### src/rtl/cmpout_pkg.sv
package cmpout_pkg;

    typedef enum logic [2:0] {
        OM_DIRECT  = 3'b000,
        OM_SET     = 3'b001,
        OM_TOG_CLR = 3'b010,
        OM_SET_CLR = 3'b011,
        OM_TOGGLE  = 3'b100,
        OM_CLEAR   = 3'b101,
        OM_TOG_SET = 3'b110,
        OM_CLR_SET = 3'b111
    } out_mode_e;

    typedef enum logic [1:0] {
        ACT_HOLD = 2'd0,
        ACT_SET  = 2'd1,
        ACT_CLR  = 2'd2,
        ACT_TOG  = 2'd3
    } pin_act_e;

    typedef enum logic {
        PIN_LOW  = 1'b0,
        PIN_HIGH = 1'b1
    } pin_state_e;

    typedef enum logic {
        FLG_IDLE = 1'b0,
        FLG_PEND = 1'b1
    } flag_state_e;

endpackage

### src/rtl/cmpout_match.sv
module cmpout_match #(
    parameter int CNT_W = 16
) (
    input  logic             tick_i,
    input  logic [CNT_W-1:0] count_i,
    input  logic [CNT_W-1:0] cmp_val_i,
    input  logic             period_hit_i,
    output logic             ch_evt_o,
    output logic             per_evt_o
);
    // Both events exist only on a count tick.
    always_comb begin
        ch_evt_o  = tick_i && (count_i == cmp_val_i);
        per_evt_o = tick_i && period_hit_i;
    end
endmodule

### src/rtl/cmpout_action.sv
module cmpout_action
    import cmpout_pkg::*;
(
    input  logic [2:0] mode_i,
    input  logic       ch_evt_i,
    input  logic       per_evt_i,
    output pin_act_e   act_o,
    output logic       direct_o
);
    pin_act_e ch_act;
    pin_act_e per_act;

    // Per-mode action for each of the two events.
    always_comb begin
        direct_o = 1'b0;
        ch_act   = ACT_HOLD;
        per_act  = ACT_HOLD;
        unique case (out_mode_e'(mode_i))
            OM_DIRECT:  direct_o = 1'b1;
            OM_SET:     ch_act = ACT_SET;
            OM_TOG_CLR: begin ch_act = ACT_TOG; per_act = ACT_CLR; end
            OM_SET_CLR: begin ch_act = ACT_SET; per_act = ACT_CLR; end
            OM_TOGGLE:  ch_act = ACT_TOG;
            OM_CLEAR:   ch_act = ACT_CLR;
            OM_TOG_SET: begin ch_act = ACT_TOG; per_act = ACT_SET; end
            OM_CLR_SET: begin ch_act = ACT_CLR; per_act = ACT_SET; end
            default:    direct_o = 1'b0;
        endcase
    end

    // Channel match outranks period match.
    always_comb begin
        if (ch_evt_i)       act_o = ch_act;
        else if (per_evt_i) act_o = per_act;
        else                act_o = ACT_HOLD;
    end
endmodule

### src/rtl/cmpout_pin_fsm.sv
module cmpout_pin_fsm
    import cmpout_pkg::*;
(
    input  logic     clk,
    input  logic     rst_n,
    input  pin_act_e act_i,
    input  logic     direct_i,
    input  logic     sw_out_i,
    output logic     pin_o
);
    pin_state_e st_q;
    pin_state_e st_d;

    always_comb begin
        st_d = st_q;
        if (direct_i) begin
            st_d = sw_out_i ? PIN_HIGH : PIN_LOW;
        end else begin
            unique case (act_i)
                ACT_HOLD: st_d = st_q;
                ACT_SET:  st_d = PIN_HIGH;
                ACT_CLR:  st_d = PIN_LOW;
                ACT_TOG:  st_d = (st_q == PIN_HIGH) ? PIN_LOW : PIN_HIGH;
                default:  st_d = st_q;
            endcase
        end
    end

    always_ff @(posedge clk or negedge rst_n) begin
        if (!rst_n) st_q <= PIN_LOW;
        else        st_q <= st_d;
    end

    always_comb begin
        pin_o = (st_q == PIN_HIGH);
    end

    // SET must land high one edge later.
    p_set_lands_r5: assert property (@(posedge clk) disable iff (!rst_n)
        (!direct_i && act_i == ACT_SET) |=> pin_o);
    // TOG must invert the level.
    p_tog_inverts_r4: assert property (@(posedge clk) disable iff (!rst_n)
        (!direct_i && act_i == ACT_TOG) |=> (pin_o != $past(pin_o)));
endmodule

### src/rtl/cmpout_flag_fsm.sv
module cmpout_flag_fsm
    import cmpout_pkg::*;
(
    input  logic clk,
    input  logic rst_n,
    input  logic hit_i,
    input  logic clr_i,
    output logic flag_o
);
    flag_state_e st_q;
    flag_state_e st_d;

    always_comb begin
        st_d = st_q;
        unique case (st_q)
            FLG_IDLE: if (hit_i) st_d = FLG_PEND;
            FLG_PEND: if (clr_i && !hit_i) st_d = FLG_IDLE;
            default:  st_d = FLG_IDLE;
        endcase
    end

    always_ff @(posedge clk or negedge rst_n) begin
        if (!rst_n) st_q <= FLG_IDLE;
        else        st_q <= st_d;
    end

    always_comb begin
        flag_o = (st_q == FLG_PEND);
    end

    p_flag_holds_r9: assert property (@(posedge clk) disable iff (!rst_n)
        (flag_o && !clr_i) |=> flag_o);
endmodule

### src/rtl/cmpout_unit.sv
module cmpout_unit
    import cmpout_pkg::*;
#(
    parameter int CNT_W = 16
) (
    input  logic             clk,
    input  logic             rst_n,
    input  logic             tick_i,
    input  logic [CNT_W-1:0] count_i,
    input  logic [CNT_W-1:0] cmp_val_i,
    input  logic             period_hit_i,
    input  logic [2:0]       out_mode_i,
    input  logic             sw_out_i,
    input  logic             irq_en_i,
    input  logic             flag_clr_i,
    output logic             pin_o,
    output logic             flag_o,
    output logic             irq_o
);
    logic     ch_evt;
    logic     per_evt;
    logic     direct;
    pin_act_e act;

    cmpout_match #(.CNT_W(CNT_W)) u_match (
        .tick_i       (tick_i),
        .count_i      (count_i),
        .cmp_val_i    (cmp_val_i),
        .period_hit_i (period_hit_i),
        .ch_evt_o     (ch_evt),
        .per_evt_o    (per_evt)
    );

    cmpout_action u_action (
        .mode_i    (out_mode_i),
        .ch_evt_i  (ch_evt),
        .per_evt_i (per_evt),
        .act_o     (act),
        .direct_o  (direct)
    );

    cmpout_pin_fsm u_pin (
        .clk      (clk),
        .rst_n    (rst_n),
        .act_i    (act),
        .direct_i (direct),
        .sw_out_i (sw_out_i),
        .pin_o    (pin_o)
    );

    cmpout_flag_fsm u_flag (
        .clk    (clk),
        .rst_n  (rst_n),
        .hit_i  (ch_evt),
        .clr_i  (flag_clr_i),
        .flag_o (flag_o)
    );

    always_comb begin
        irq_o = flag_o & irq_en_i;
    end

    p_direct_follows_r2: assert property (@(posedge clk) disable iff (!rst_n)
        (out_mode_i == 3'b000) |=> (pin_o == $past(sw_out_i)));
    p_latch_set_r3: assert property (@(posedge clk) disable iff (!rst_n)
        (out_mode_i == 3'b001 && pin_o) |=> pin_o);
    p_latch_clear_r3: assert property (@(posedge clk) disable iff (!rst_n)
        (out_mode_i == 3'b101 && tick_i && count_i == cmp_val_i) |=> !pin_o);
    p_toggle_only_r6: assert property (@(posedge clk) disable iff (!rst_n)
        (out_mode_i == 3'b100 && !(tick_i && count_i == cmp_val_i)) |=> $stable(pin_o));
    p_ch_wins_r8: assert property (@(posedge clk) disable iff (!rst_n)
        (out_mode_i == 3'b111 && tick_i && period_hit_i && count_i == cmp_val_i) |=> !pin_o);
    p_no_tick_r7: assert property (@(posedge clk) disable iff (!rst_n)
        (!tick_i && out_mode_i != 3'b000) |=> $stable(pin_o));
    p_flag_sets_r9: assert property (@(posedge clk) disable iff (!rst_n)
        (tick_i && count_i == cmp_val_i) |=> flag_o);
endmodule

### config.mk
export PLATFORM = sky130hd
export DESIGN_NAME = cmpout_unit
export DESIGN_NICKNAME = d
export VERILOG_FILES = /design/src/rtl/cmpout_pkg.sv /design/src/rtl/cmpout_match.sv /design/src/rtl/cmpout_action.sv /design/src/rtl/cmpout_pin_fsm.sv /design/src/rtl/cmpout_flag_fsm.sv /design/src/rtl/cmpout_unit.sv
export SDC_FILE = /design/constraint.sdc
export NUM_CORES = 1
export LEC_CHECK = 0
export BUFFER_PORTS_ARGS = -buffer_cell sky130_fd_sc_hd__clkbuf_2
export CAP_MARGIN = 30
export CORE_AREA = 4 4 41 43
export CTS_CLUSTER_DIAMETER = 150
export DETAILED_ROUTE_END_ITERATION = 6
export DIE_AREA = 0 0 45 47
export PLACE_DENSITY = 0.74
export SYNTH_ARGS = -nofsm -noshare
export SYNTH_HDL_FRONTEND = slang
export SYNTH_SLANG_ARGS = --single-unit
### constraint.sdc
create_clock -name clk -period 0.8 [get_ports clk]
set_input_delay 0.08 -clock clk [delete_from_list [all_inputs] [get_ports clk]]
set_output_delay 0.08 -clock clk [all_outputs]
set_load 0.01 [all_outputs]
==> metrics.txt <==
status=finished, violations left; violated checks=negative setup slack; share of cells above drive strength 1=61.1%; number of placed I/O pins=between 40 and 50; WS Path Type=reg2out; DRC=0; commonest cells after routing, fill and taps aside=42 x clkbuf_2, 12 x xnor2_1, 5 x buf_4; vias after detailed routing=roughly 470; worst hold start=flag_clr_i; first-pass GRT wire length=between 1500 and 2000 microns; Die Y=47 microns; Tmin final=slightly above 0.9 ns; pre-CTS setup slack=-0.308 ns; CTS clk-pin slew, worst paths=around 0.030 ns; die area=approximately 0.0021 sq mm; max-cap violations=0; DRT iter0 DRCs=1; startpoint types=flop; initial core utilization=about a quarter; R2R Path End=u_pin.pin_o$_DFFE_PN0P_; worst-skew pair later-pin latency=approximately 0.22 ns; Std-Cell Rows=13; R2R cell count=2; mapped cell area=between 300 and 400 sq um; worst vdd ir=~0.00035 V; final wirelength=roughly 950 microns; Chip Width=around 45 microns; Final WS setup=-0.126 ns; Leakage=between 0.3 and 0.4 nW; Worst Max-Slew Pin Slew=~0.21 ns; setup violators final=4; P&R area growth vs syn=105%; Synth top area share=34.4%; DPL Wire Length=slightly above 900 microns; final worst path period share=116%; Switch Pwr=between 0.15 and 0.2 mW; Seq/Total Area, Yosys=~16%; Logic pwr share=~44%; DR vias/cell=4.47; # clock sinks=2; vias in the first global route=between 500 and 600; Yosys top cell by area=xnor2_1; final number of max-transition violations=0; RR Startpoint=u_pin.pin_o$_DFFE_PN0P_; Sw Share=a little over a quarter; CTS Buffer Depth=2; Max Freq=about 1.1 GHz; worst hold path class=in2reg; Setup crit end kind=primary output; Critical Path RT=roughly 0.72 ns; sequential power share=around a fifth; Tot Pwr=0.607 mW; core area=about 0.0013 sq mm; antenna viol nets, final=0; GRT overflow=0; Clock Skews=0 ns; DR WL/cell=about 9 microns; drt pass-1 iters=4; setup tns final=-0.273 ns; I/O Buffers=between 40 and 50; setup slack, reg-to-reg=-0.08 ns; GRT Total Usage=10.9%; Yosys Warn Count=0; pwr dens=about 970 mW/mm^2; clk root buf=clkbuf_4; # fillers=between 100 and 150; H-tree Lvls=1; largest net degree at the start of global routing=5; Hold Fails Final Rpt=0; hold path depth=2; Synth cell types=15; Rel. slew slack=a little under nine tenths; antenna cells=0; layout net count=134; most common cell after layout, fill and taps aside=clkbuf_2; Hold Path End=u_flag.flag_o$_DFF_PN0_; Avg Cell Area, Syn=about 8.3 sq um; cts bufs inserted=3; RSZ-0062 raised after global routing=yes; Max FO, Critical Path=3; Internal Pwr Total=around 0.44 mW; crit path DAT=roughly 0.85 ns; top post-synthesis cells by area=xnor2_1 34%, dfrtp_1 16%, xor2_1 11%, nor3_1 6.6%, nand4_1 6.1%; clock share of power=a little over a third; Cells after Synth=37; GP Congestion=0.626; area taken by multi-input logic gates=264 sq um; initial antenna violation count=0; CTS tree=done; area taken by flip-flops and latches=50.0 sq um; Net Count, Synth=79; Synth Register Bits=2
## stage by stage
| stage | util (%) | cells | hold slack [ns] | instance area [sq um] |
|---|---|---|---|---|
| floorplan | - | 37 | -0.216 | 305 |
| global placement | 44.1 | 100 | -0.130 | 574 |
| detailed placement | 44.1 | 100 | -0.132 | 574 |
| CTS | 48.2 | 105 | 0.0691 | 627 |
| global route | 48.2 | 105 | 0.0343 | 627 |
| finish | 48.2 | 105 | 0.0444 | 627 |
## timing repair
item | in CTS | in global routing
resized for setup | 2 | 4
setup endpoints to repair | 5 | 5
hold endpoints to repair | 2 | 0
hold buffers | 1 | 0
pin swaps | 0 | 3
setup buffers | 1 | 0
## worst max-delay path by stage
| stage | to | start | cells after the start |
|---|---|---|---|
| after floorplan | u_pin.pin_o$_DFFE_PN0P_ | u_pin.pin_o$_DFFE_PN0P_ | 2 |
| after global placement | u_pin.pin_o$_DFFE_PN0P_ | cmp_val_i[15] | 6 |
| after detailed placement | u_pin.pin_o$_DFFE_PN0P_ | cmp_val_i[4] | 6 |
| after CTS | irq_o | u_flag.flag_o$_DFF_PN0_ | 2 |
| after global routing | irq_o | u_flag.flag_o$_DFF_PN0_ | 2 |
| final | irq_o | u_flag.flag_o$_DFF_PN0_ | 2 |
## metal layers
| metal | vias to the layer above | wire (microns) | share of wire (%) | GRT usage [%] |
|---|---|---|---|---|
| met3 | 0 | 155 | 16 | 1.92 |
| met4 | 0 | 0 | 0 | 7.02 |
| li1 | 242 | - | - | - |
| met5 | - | 0 | 0 | 0 |
| met1 | 197 | 278 | 29 | 9.32 |
| met2 | 30 | 515 | 54 | 22.6 |
## synth_stat cells (all sizes together)
| cell type | n |
|---|---|
| nand3 | 1 |
| and2 | 1 |
| nor2 | 1 |
| and3 | 1 |
| a21oi | 1 |
| nand4 | 3 |
| o32ai | 1 |
| nor3 | 4 |
| inv | 1 |
| dfrtp | 2 |
| xnor2 | 12 |
| nor4 | 1 |
| mux2i | 1 |
| o21ai | 3 |
| xor2 | 4 |
## critical path, cell delays in order, from the launching register on
cell and delay [ns]:
dfrtp_1 0.37, and2_1 0.14, clkbuf_2 0.12
## kinds of logic after synthesis
family                    synth area share [%]
DFF                                       16.4
buffers and inverters                     1.23
AOI/OAI and AO/OA                         9.42
and+or+nand+nor                           23.8
muxes                                     3.28
xor gates and xnor gates                  45.9
## power by group through the flow
stage / Sequential, mW / Combinational [mW] / Clock [mW]
floorplan: 0.123 / 0.101 / 0
global placement: 0.119 / 0.250 / 0
detailed placement: 0.120 / 0.256 / 0
CTS: 0.120 / 0.269 / 0.233
global route: 0.121 / 0.298 / 0.256
finish: 0.120 / 0.265 / 0.222
## area by class of cell
class | instances | share of cell area (%)
Inverter | 1 | 0.599
Sequential cell | 2 | 7.98
Tap cell | 15 | 2.99
Multi-Input combinational cell | 34 | 42.1
Timing Repair Buffer | 50 | 42.7
Clock buffer | 3 | 3.59
## flip-flops by register name, indices dropped and copies added, names as in the netlist
| name | cells |
|---|---|
| u_flag.flag_o | 1 |
| u_pin.pin_o | 1 |
(Power assumes the default switching activity.)
